### src/rtl/pr_seq_pkg.sv
package pr_seq_pkg;

    localparam int ADDR_W = 12;
    localparam int DATA_W = 32;

    localparam logic [ADDR_W-1:0] ADDR_STATUS = 12'h21C;
    localparam logic [ADDR_W-1:0] ADDR_MODE   = 12'h220;
    localparam logic [ADDR_W-1:0] ADDR_DATA   = 12'h228;
    localparam logic [ADDR_W-1:0] ADDR_PROG   = 12'h22C;
    localparam logic [ADDR_W-1:0] ADDR_UNCOR  = 12'h234;

    localparam int ST_BIT_READY   = 18;
    localparam int ST_BIT_ENABLE  = 20;
    localparam int ST_BIT_USER    = 21;
    localparam int ST_BIT_FABCLK  = 24;
    localparam int UNCOR_BIT_CFG  = 5;

    localparam logic [DATA_W-1:0] MODE_CFG      = 32'h0000_0001;
    localparam logic [DATA_W-1:0] MODE_CLKSEL   = 32'h0000_0002;
    localparam logic [DATA_W-1:0] MODE_CNT_MASK = 32'h0000_FF00;
    localparam logic [DATA_W-1:0] PROG_REQ      = 32'h0000_0001;
    localparam logic [DATA_W-1:0] PROG_XFER     = 32'h0000_0002;

    typedef enum logic [2:0] {
        ERR_NONE          = 3'd0,
        ERR_NOT_ENABLED   = 3'd1,
        ERR_READY_TIMEOUT = 3'd2,
        ERR_LATCHED       = 3'd3,
        ERR_USER_TIMEOUT  = 3'd4,
        ERR_PARTIAL       = 3'd5
    } err_e;

    typedef enum logic [1:0] {
        POLL_RDY_SET,
        POLL_RDY_CLR,
        POLL_USER
    } poll_e;

    typedef enum logic [4:0] {
        ST_IDLE,
        ST_CHECK,
        ST_CLKSEL_RD,
        ST_CLKSEL_WR,
        ST_MODE_RD,
        ST_MODE_WR,
        ST_REQ_RD,
        ST_REQ_WR,
        ST_XFER_RD,
        ST_XFER_WR,
        ST_RATIO_RD,
        ST_RATIO_WR,
        ST_TD_PROG_RD,
        ST_TD_XFER_CLR,
        ST_TD_CFG_CLR,
        ST_FIN_ERR_RD,
        ST_FIN_MODE_RD,
        ST_FIN_MODE_WR,
        ST_BURST_RD,
        ST_BURST_WR,
        ST_BURST_DATA,
        ST_POLL_RD,
        ST_POLL_WAIT
    } state_e;

    typedef struct packed {
        state_e              state;
        state_e              ret;
        state_e              td_ret;
        poll_e               poll;
        logic [DATA_W-1:0]   data;
        logic [7:0]          ratio;
        err_e                err;
        logic                done;
    } seq_t;

endpackage

### src/rtl/pr_seq_countdown.sv
module pr_seq_countdown #(
    parameter int W = 8
) (
    input  logic         clk,
    input  logic         rst_n,
    input  logic         load,
    input  logic [W-1:0] load_val,
    input  logic         dec,
    output logic [W-1:0] count,
    output logic         is_zero
);

    logic [W-1:0] cnt_d, cnt_q;

    always_comb begin
        cnt_d = cnt_q;
        if (load) begin
            cnt_d = load_val;
        end else if (dec && cnt_q != '0) begin
            cnt_d = cnt_q - W'(1);
        end
    end

    always_ff @(posedge clk or negedge rst_n) begin
        if (!rst_n) begin
            cnt_q <= '0;
        end else begin
            cnt_q <= cnt_d;
        end
    end

    assign count   = cnt_q;
    assign is_zero = (cnt_q == '0);

endmodule

### src/rtl/pr_seq_ratio.sv
module pr_seq_ratio #(
    parameter int RATIO_COMP  = 8,
    parameter int RATIO_ENC   = 4,
    parameter int RATIO_PLAIN = 1
) (
    input  logic       compressed,
    input  logic       encrypted,
    output logic [7:0] ratio
);

    always_comb begin
        if (compressed) begin
            ratio = 8'(RATIO_COMP);
        end else if (encrypted) begin
            ratio = 8'(RATIO_ENC);
        end else begin
            ratio = 8'(RATIO_PLAIN);
        end
    end

endmodule

### src/rtl/pr_setup_seq.sv
module pr_setup_seq
    import pr_seq_pkg::*;
#(
    parameter int CLK_PER_US   = 100,
    parameter int POLL_US      = 10,
    parameter int READY_TMO_US = 10,
    parameter int USER_TMO_US  = 2000,
    parameter int DUMMY_WORDS  = 244
) (
    input  logic        clk,
    input  logic        rst_n,
    input  logic        setup_go,
    input  logic        finish_go,
    input  logic        img_compressed,
    input  logic        img_encrypted,
    input  logic        img_partial,
    output logic        busy,
    output logic        done,
    output logic [2:0]  err_code,
    output logic        bus_req,
    output logic        bus_we,
    output logic [11:0] bus_addr,
    output logic [31:0] bus_wdata,
    input  logic        bus_ack,
    input  logic [31:0] bus_rdata
);

    localparam int POLL_CYC    = CLK_PER_US * POLL_US;
    localparam int READY_TRIES = (READY_TMO_US + POLL_US - 1) / POLL_US;
    localparam int USER_TRIES  = (USER_TMO_US + POLL_US - 1) / POLL_US;
    localparam int MAX_TRIES   = (READY_TRIES > USER_TRIES) ? READY_TRIES : USER_TRIES;
    localparam int TRY_W       = $clog2(MAX_TRIES + 1);
    localparam int WAIT_W      = $clog2(POLL_CYC + 1);
    localparam int BURST_W     = $clog2(DUMMY_WORDS + 1);

    seq_t cur, nx;

    logic [7:0]         ratio_sel;
    logic               brst_load, brst_dec;
    logic [BURST_W-1:0] brst_cnt;
    logic               brst_zero;
    logic               try_load, try_dec;
    logic [TRY_W-1:0]   try_val, try_cnt;
    logic               try_zero;
    logic               wait_load, wait_dec;
    logic [WAIT_W-1:0]  wait_cnt;
    logic               wait_zero;
    logic [31:0]        poll_mask, poll_val;
    logic               poll_hit;

    pr_seq_ratio u_ratio (
        .compressed (img_compressed),
        .encrypted  (img_encrypted),
        .ratio      (ratio_sel)
    );

    pr_seq_countdown #(.W(BURST_W)) u_burst_cnt (
        .clk      (clk),
        .rst_n    (rst_n),
        .load     (brst_load),
        .load_val (BURST_W'(DUMMY_WORDS)),
        .dec      (brst_dec),
        .count    (brst_cnt),
        .is_zero  (brst_zero)
    );

    pr_seq_countdown #(.W(TRY_W)) u_try_cnt (
        .clk      (clk),
        .rst_n    (rst_n),
        .load     (try_load),
        .load_val (try_val),
        .dec      (try_dec),
        .count    (try_cnt),
        .is_zero  (try_zero)
    );

    pr_seq_countdown #(.W(WAIT_W)) u_wait_cnt (
        .clk      (clk),
        .rst_n    (rst_n),
        .load     (wait_load),
        .load_val (WAIT_W'(POLL_CYC - 1)),
        .dec      (wait_dec),
        .count    (wait_cnt),
        .is_zero  (wait_zero)
    );

    // Poll target by kind
    always_comb begin
        unique case (cur.poll)
            POLL_RDY_SET: begin
                poll_mask = 32'(1) << ST_BIT_READY;
                poll_val  = 32'(1) << ST_BIT_READY;
            end
            POLL_RDY_CLR: begin
                poll_mask = 32'(1) << ST_BIT_READY;
                poll_val  = '0;
            end
            default: begin
                poll_mask = (32'(1) << ST_BIT_USER) | (32'(1) << ST_BIT_FABCLK);
                poll_val  = (32'(1) << ST_BIT_USER) | (32'(1) << ST_BIT_FABCLK);
            end
        endcase
        poll_hit = ((bus_rdata & poll_mask) == poll_val);
    end

    // Next-state logic
    always_comb begin
        nx        = cur;
        nx.done   = 1'b0;
        brst_load = 1'b0;
        brst_dec  = 1'b0;
        try_dec   = 1'b0;
        wait_load = 1'b0;
        wait_dec  = 1'b0;

        unique case (cur.state)
            ST_IDLE: begin
                if (setup_go || finish_go) begin
                    nx.err = ERR_NONE;
                    if (img_partial) begin
                        nx.err  = ERR_PARTIAL;
                        nx.done = 1'b1;
                    end else if (setup_go) begin
                        nx.state = ST_CHECK;
                        nx.ratio = ratio_sel;
                    end else begin
                        nx.state  = ST_TD_PROG_RD;
                        nx.td_ret = ST_FIN_ERR_RD;
                    end
                end
            end
            ST_CHECK: if (bus_ack) begin
                if (!bus_rdata[ST_BIT_ENABLE]) begin
                    nx.err   = ERR_NOT_ENABLED;
                    nx.done  = 1'b1;
                    nx.state = ST_IDLE;
                end else if (bus_rdata[ST_BIT_READY]) begin
                    nx.state  = ST_TD_PROG_RD;
                    nx.td_ret = ST_CLKSEL_RD;
                end else begin
                    nx.state = ST_CLKSEL_RD;
                end
            end
            ST_CLKSEL_RD: if (bus_ack) begin
                nx.data  = bus_rdata;
                nx.state = ST_CLKSEL_WR;
            end
            ST_CLKSEL_WR: if (bus_ack) nx.state = ST_MODE_RD;
            ST_MODE_RD: if (bus_ack) begin
                nx.data  = bus_rdata;
                nx.state = ST_MODE_WR;
            end
            ST_MODE_WR: if (bus_ack) begin
                nx.state = ST_BURST_RD;
                nx.ret   = ST_REQ_RD;
            end
            ST_REQ_RD: if (bus_ack) begin
                nx.data  = bus_rdata;
                nx.state = ST_REQ_WR;
            end
            ST_REQ_WR: if (bus_ack) begin
                nx.state = ST_POLL_RD;
                nx.poll  = POLL_RDY_SET;
            end
            ST_XFER_RD: if (bus_ack) begin
                nx.data  = bus_rdata;
                nx.state = ST_XFER_WR;
            end
            ST_XFER_WR: if (bus_ack) nx.state = ST_RATIO_RD;
            ST_RATIO_RD: if (bus_ack) begin
                nx.data  = bus_rdata;
                nx.state = ST_RATIO_WR;
            end
            ST_RATIO_WR: if (bus_ack) begin
                nx.state = ST_IDLE;
                nx.done  = 1'b1;
            end
            ST_TD_PROG_RD: if (bus_ack) begin
                nx.data  = bus_rdata;
                nx.state = ST_TD_XFER_CLR;
            end
            ST_TD_XFER_CLR: if (bus_ack) nx.state = ST_TD_CFG_CLR;
            ST_TD_CFG_CLR: if (bus_ack) begin
                nx.state = ST_BURST_RD;
                nx.ret   = ST_POLL_RD;
                nx.poll  = POLL_RDY_CLR;
            end
            ST_FIN_ERR_RD: if (bus_ack) begin
                if (bus_rdata[UNCOR_BIT_CFG]) begin
                    nx.err   = ERR_LATCHED;
                    nx.done  = 1'b1;
                    nx.state = ST_IDLE;
                end else begin
                    nx.state = ST_FIN_MODE_RD;
                end
            end
            ST_FIN_MODE_RD: if (bus_ack) begin
                nx.data  = bus_rdata;
                nx.state = ST_FIN_MODE_WR;
            end
            ST_FIN_MODE_WR: if (bus_ack) begin
                nx.state = ST_POLL_RD;
                nx.poll  = POLL_USER;
            end
            ST_BURST_RD: if (bus_ack) begin
                nx.data  = bus_rdata;
                nx.state = ST_BURST_WR;
            end
            ST_BURST_WR: if (bus_ack) begin
                brst_load = 1'b1;
                nx.state  = ST_BURST_DATA;
            end
            ST_BURST_DATA: if (bus_ack) begin
                if (brst_cnt <= BURST_W'(1)) begin
                    nx.state = cur.ret;
                end else begin
                    brst_dec = 1'b1;
                end
            end
            ST_POLL_RD: if (bus_ack) begin
                if (poll_hit) begin
                    unique case (cur.poll)
                        POLL_RDY_SET: begin
                            nx.state = ST_BURST_RD;
                            nx.ret   = ST_XFER_RD;
                        end
                        POLL_RDY_CLR: nx.state = cur.td_ret;
                        default: begin
                            nx.state = ST_IDLE;
                            nx.done  = 1'b1;
                        end
                    endcase
                end else if (try_cnt <= TRY_W'(1)) begin
                    nx.err   = (cur.poll == POLL_USER) ? ERR_USER_TIMEOUT : ERR_READY_TIMEOUT;
                    nx.done  = 1'b1;
                    nx.state = ST_IDLE;
                end else begin
                    try_dec   = 1'b1;
                    wait_load = 1'b1;
                    nx.state  = ST_POLL_WAIT;
                end
            end
            ST_POLL_WAIT: begin
                if (wait_zero) begin
                    nx.state = ST_POLL_RD;
                end else begin
                    wait_dec = 1'b1;
                end
            end
            default: nx.state = ST_IDLE;
        endcase

        try_load = (nx.state == ST_POLL_RD) && (cur.state != ST_POLL_RD)
                   && (cur.state != ST_POLL_WAIT);
        try_val  = (nx.poll == POLL_USER) ? TRY_W'(USER_TRIES) : TRY_W'(READY_TRIES);
    end

    always_ff @(posedge clk or negedge rst_n) begin
        if (!rst_n) begin
            cur <= '{state: ST_IDLE, ret: ST_IDLE, td_ret: ST_IDLE, poll: POLL_RDY_SET,
                     data: '0, ratio: '0, err: ERR_NONE, done: 1'b0};
        end else begin
            cur <= nx;
        end
    end

    // Bus drive decoded from the current step
    always_comb begin
        bus_req   = 1'b1;
        bus_we    = 1'b0;
        bus_addr  = ADDR_STATUS;
        bus_wdata = '0;
        unique case (cur.state)
            ST_IDLE, ST_POLL_WAIT: bus_req = 1'b0;
            ST_CHECK, ST_POLL_RD:  bus_addr = ADDR_STATUS;
            ST_CLKSEL_RD, ST_MODE_RD, ST_RATIO_RD, ST_FIN_MODE_RD, ST_BURST_RD:
                bus_addr = ADDR_MODE;
            ST_REQ_RD, ST_XFER_RD, ST_TD_PROG_RD:
                bus_addr = ADDR_PROG;
            ST_FIN_ERR_RD: bus_addr = ADDR_UNCOR;
            ST_CLKSEL_WR: begin
                bus_we    = 1'b1;
                bus_addr  = ADDR_MODE;
                bus_wdata = cur.data | MODE_CLKSEL;
            end
            ST_MODE_WR: begin
                bus_we    = 1'b1;
                bus_addr  = ADDR_MODE;
                bus_wdata = cur.data | MODE_CFG;
            end
            ST_RATIO_WR: begin
                bus_we    = 1'b1;
                bus_addr  = ADDR_MODE;
                bus_wdata = (cur.data & ~MODE_CNT_MASK) | {16'h0, cur.ratio, 8'h0};
            end
            ST_FIN_MODE_WR: begin
                bus_we    = 1'b1;
                bus_addr  = ADDR_MODE;
                bus_wdata = cur.data & ~(MODE_CFG | MODE_CLKSEL);
            end
            ST_BURST_WR: begin
                bus_we    = 1'b1;
                bus_addr  = ADDR_MODE;
                bus_wdata = (cur.data & ~MODE_CNT_MASK) | 32'h0000_0100;
            end
            ST_REQ_WR: begin
                bus_we    = 1'b1;
                bus_addr  = ADDR_PROG;
                bus_wdata = cur.data | PROG_REQ;
            end
            ST_XFER_WR: begin
                bus_we    = 1'b1;
                bus_addr  = ADDR_PROG;
                bus_wdata = cur.data | PROG_XFER;
            end
            ST_TD_XFER_CLR: begin
                bus_we    = 1'b1;
                bus_addr  = ADDR_PROG;
                bus_wdata = cur.data & ~PROG_XFER;
            end
            ST_TD_CFG_CLR: begin
                bus_we    = 1'b1;
                bus_addr  = ADDR_PROG;
                bus_wdata = cur.data & ~(PROG_XFER | PROG_REQ);
            end
            ST_BURST_DATA: begin
                bus_we    = 1'b1;
                bus_addr  = ADDR_DATA;
                bus_wdata = '0;
            end
            default: bus_req = 1'b0;
        endcase
    end

    assign busy     = (cur.state != ST_IDLE);
    assign done     = cur.done;
    assign err_code = cur.err;

endmodule

### config.mk
export PLATFORM = sky130hd
export DESIGN_NAME = pr_setup_seq
export DESIGN_NICKNAME = d
export VERILOG_FILES = /design/src/rtl/pr_seq_pkg.sv /design/src/rtl/pr_seq_countdown.sv /design/src/rtl/pr_seq_ratio.sv /design/src/rtl/pr_setup_seq.sv
export SDC_FILE = /design/constraint.sdc
export NUM_CORES = 1
export LEC_CHECK = 0
export BUFFER_PORTS_ARGS = -buffer_cell sky130_fd_sc_hd__buf_2
export CAP_MARGIN = 10
export CELL_PAD_IN_SITES_DETAIL_PLACEMENT = 2
export CELL_PAD_IN_SITES_GLOBAL_PLACEMENT = 2
export CORE_MARGIN = 1
export CORE_UTILIZATION = 25
export CTS_BUF_LIST = sky130_fd_sc_hd__clkbuf_16
export CTS_CLUSTER_DIAMETER = 150
export DETAILED_ROUTE_END_ITERATION = 16
export PLACE_DENSITY_LB_ADDON = 0.1
export SLEW_MARGIN = 25
export SYNTH_ARGS = -nofsm -noshare
export SYNTH_HDL_FRONTEND = slang
export SYNTH_SLANG_ARGS = --single-unit
### constraint.sdc
create_clock -name clk -period 8.4 [get_ports clk]
set_input_delay 0.84 -clock clk [delete_from_list [all_inputs] [get_ports clk]]
set_output_delay 0.84 -clock clk [all_outputs]
set_load 0.005 [all_outputs]
==> reports/results.md <==
### Critical path
* 2 — worst path buffer plus inverter count
* 950 ps — max incr delay on CP
* 27 — peak fanout along the critical path
* 6 — Critical Path Stages
* 7 — depth of the worst register-to-register path
* output pin — crit path capture type
* flop — Critical Path Start Type
* 2990 ps — critical path data arrival time
* reg -> out — critical path type
* simple AND/OR/NAND/NOR gates — top cell family by delay on the critical path
* sky130_fd_sc_hd__dfrtp_1 — Worst path slowest cell
* nand2_1 -> nor2_1 -> a22oi_1 -> buf_4 -> nor2b_1 -> buf_2 — cell-by-cell trace of the critical path
* 7560 ps — data required time at the worst endpoint

### Layout
* 16.7% — Synth-to-Final Area Change
* 0.00259 mm² — combined area of the multi-input logic cells
* 629 — Total Nets Final
* 0.00562 mm² — final non-filler cell area
* 29.9% — Final Util
* sky130_fd_sc_hd__buf_2 — most common cell after layout, fill and taps aside
* 81 x sky130_fd_sc_hd__buf_2, 77 x sky130_fd_sc_hd__dfrtp_1, 51 x sky130_fd_sc_hd__nand2_1, 35 x sky130_fd_sc_hd__nor2_1, 35 x sky130_fd_sc_hd__mux2_2 — most frequent cells in the layout
* 26.7% — fraction of final layout cells with drive strength greater than 1
* 0.00195 mm² — flip-flop and latch area
* 2,134 — # fillers

### Power
* 0.107 mV — Worst VDD drop
* 0.00242 µW — Pleak
* 355 mW/mm² — Pwr per Cell Area
* 2000 µW — final total power

### Floorplan
* 141 µm — die boundary width
* 0.0198 mm² — area of the die
* 50 — number of cell rows
* 91 — number of ports placed on the die boundary
* 0.0188 mm² — area of the placeable core
* 141 µm — Die Height
* 25.6% — Initial Utilization

### STA
* 4570 ps — worst-case setup margin in the final layout
* 992 ps — actual slew at the worst max-slew pin
* 45.6% — portion of the clock cycle consumed by the worst path in the final layout
* 10.7 ps — clock skew
* no — RSZ-0062 raised after global routing
* 0.261 GHz — highest achievable clock rate
* 33.7% — Slew HR
* 0 — Slew Limit Fails
* 0 — Final Setup Violations
* 0 — final hold violations
* 3830 ps — post-layout minimum cycle time
* 0 ps — setup_tns

### Placed design
* 0.738 — routability cong.
* 12,000 µm — Detailed Place HPWL
* 82 — number of I/O port buffers
* 4620 ps — dpl ws
* 0.00534 mm² — post-place instance area

### Clocking
* 78 — number of sinks handled by clock tree synthesis
* 0 — number of gates resized after CTS
* 0 — quantity of hold-fixing buffers added after cts
* 2 — maximum clock insertion buffer count
* sky130_fd_sc_hd__clkbuf_16 — root buf cell
* 70 ps — clock edge transition at the registers on the reported setup and hold paths
* 3 — H-tree Lvls
* 9 — number of buffers created by CTS
* 350 ps — source-to-sink clock delay at the later pin of the worst-skew pair
* yes — TritonCTS clock tree
* 0 — number of setup buffers added after CTS

### Global routing
* 63 — maximum number of pins on one net before global-route repair
* 17.0% — total global routing track utilization
* 4,666 — vias in the first global route
* 26,100 µm — global-route wire length before repair
* 0 — total grt overflow
* 2 — initial antenna violation count

### Synth
* 0.00481 mm² — Post-Synthesis Cell Area
* 9.27 µm² — average cell area after synthesis
* 69 — number of unique standard cell types used by synthesis
* sky130_fd_sc_hd__dfrtp_1 — top flip-flop cell by instance count after synthesis
* 100% — share of flip-flops with an asynchronous set or reset after synthesis
* 0 — number of synthesized flops with an enable pin
* 40.6% — sequential-to-total area share from yosys stat
* 0 — Ys Warns
* 78 — flops & latches, synth
* 519 — Post-Synthesis Cells

### Detailed routing
* 4 — number of detailed-route iterations in the first pass
* 5.09 — detailed-route vias per instance
* 0 — post-route ant nets
* 4,185 — routed via count
* 0 — total DRC errors in the routed layout
* 138 — DRC marker count from the first detailed-route iteration
* 16,200 µm — final wirelength
* 19.7 µm — Avg WL per Cell

### Status
* complete, no violations — result of the run

### Hold path
* in -> async — Hold WC Path Type

### Flow run
* 0 — MaxCap Viol Count

path summary, 6_finish.rpt:
path	startpoint	endpoint	slack, ps
min reg2reg	cur[17]	cur[17]	480
max	cur[58]	bus_wdata[24]	4570
max in group asynchronous	rst_n	cur[59]	6930
min	rst_n	u_wait_cnt.count[7]	350
max reg2reg	cur[58]	u_try_cnt.count[0]	4740
min in group clk	cur[17]	cur[17]	480
where the power goes:
group / internal (µW) / leakage, µW / total (µW) / switching [µW]
logic: 424 / 0.00136 / 957 / 533
registers: 524 / 0.000931 / 664 / 140
clock network: 201 / 0.000129 / 375 / 174
sequential cells by signal, indices dropped and copies added, names as in the netlist:
name and cells:
done 1, err_code 3, cur 48, u_burst_cnt.count 8, u_wait_cnt.count 10, u_try_cnt.count 8
cells in the mapped netlist, drive strengths merged (2+ instances only):
cell / instances / area share [%]
a211o: 2 / 0.36
a211oi: 2 / 0.31
a21oi: 21 / 2.2
a22o: 3 / 0.55
a31oi: 3 / 0.39
a32o: 4 / 0.83
and2: 7 / 0.94
and2b: 2 / 0.36
and3: 4 / 0.52
buf: 16 / 2.4
clkbuf: 25 / 2.6
conb: 2 / 0.16
dfrtp: 78 / 41
ha: 7 / 1.8
inv: 15 / 1.2
mux2: 36 / 8.5
mux2i: 4 / 0.83
nand2: 51 / 4.0
nand2b: 12 / 1.6
nand3: 20 / 2.1
nand4: 2 / 0.26
nor2: 35 / 2.7
nor2b: 30 / 3.9
nor3: 22 / 2.3
nor3b: 2 / 0.31
nor4: 10 / 1.9
o2111ai: 2 / 0.36
o211ai: 8 / 1.4
o21ai: 23 / 2.5
o21bai: 3 / 0.47
o22ai: 4 / 0.52
o31ai: 4 / 0.62
o32ai: 3 / 0.55
or2: 2 / 0.26
or3: 6 / 0.78
or4: 7 / 1.4
xnor2: 13 / 2.4
xor2: 8 / 1.5
stage by stage:
stage,hold WS [ps],instances
final,347,822
after global routing,348,821
after CTS,348,821
after detailed placement,474,805
after global placement,463,805
after floorplan,436,525
metal layers:
metal | GRT usage, % | share of wire [%] | vias to the layer above | routed length [µm]
li1 | - | - | 1953 | -
met1 | 21.3 | 45 | 2106 | 7230
met2 | 28.7 | 48 | 104 | 7770
met3 | 4.11 | 5.6 | 20 | 912
met4 | 5.61 | 1.6 | 2 | 263
met5 | 0 | 0.099 | - | 16
area by class of cell:
class,instances,share of cell area (%)
sequential,78,34.8
clock inverter,7,0.891
antenna,1,0.0445
tap,234,5.21
timing repair buffer,87,8.02
multi-input combinational,391,46.1
clock buffer,9,4.01
inverter,15,1.00
cell families after synthesis:
| kind of cell | after synthesis | synth area share [%] |
|---|---|---|
| AO/OA/AOI/OAI | 97 | 13.8 |
| XOR/XNOR | 21 | 3.82 |
| flip-flops | 78 | 40.6 |
| multiplexers | 40 | 9.33 |
| AND/OR/NAND/NOR | 218 | 24.4 |
| buffers and inverters | 56 | 6.16 |
| other | 2 | 0.156 |
| adder cells (fa/ha/maj) | 7 | 1.82 |
No activity file was read; power rests on OpenSTA's default activity.
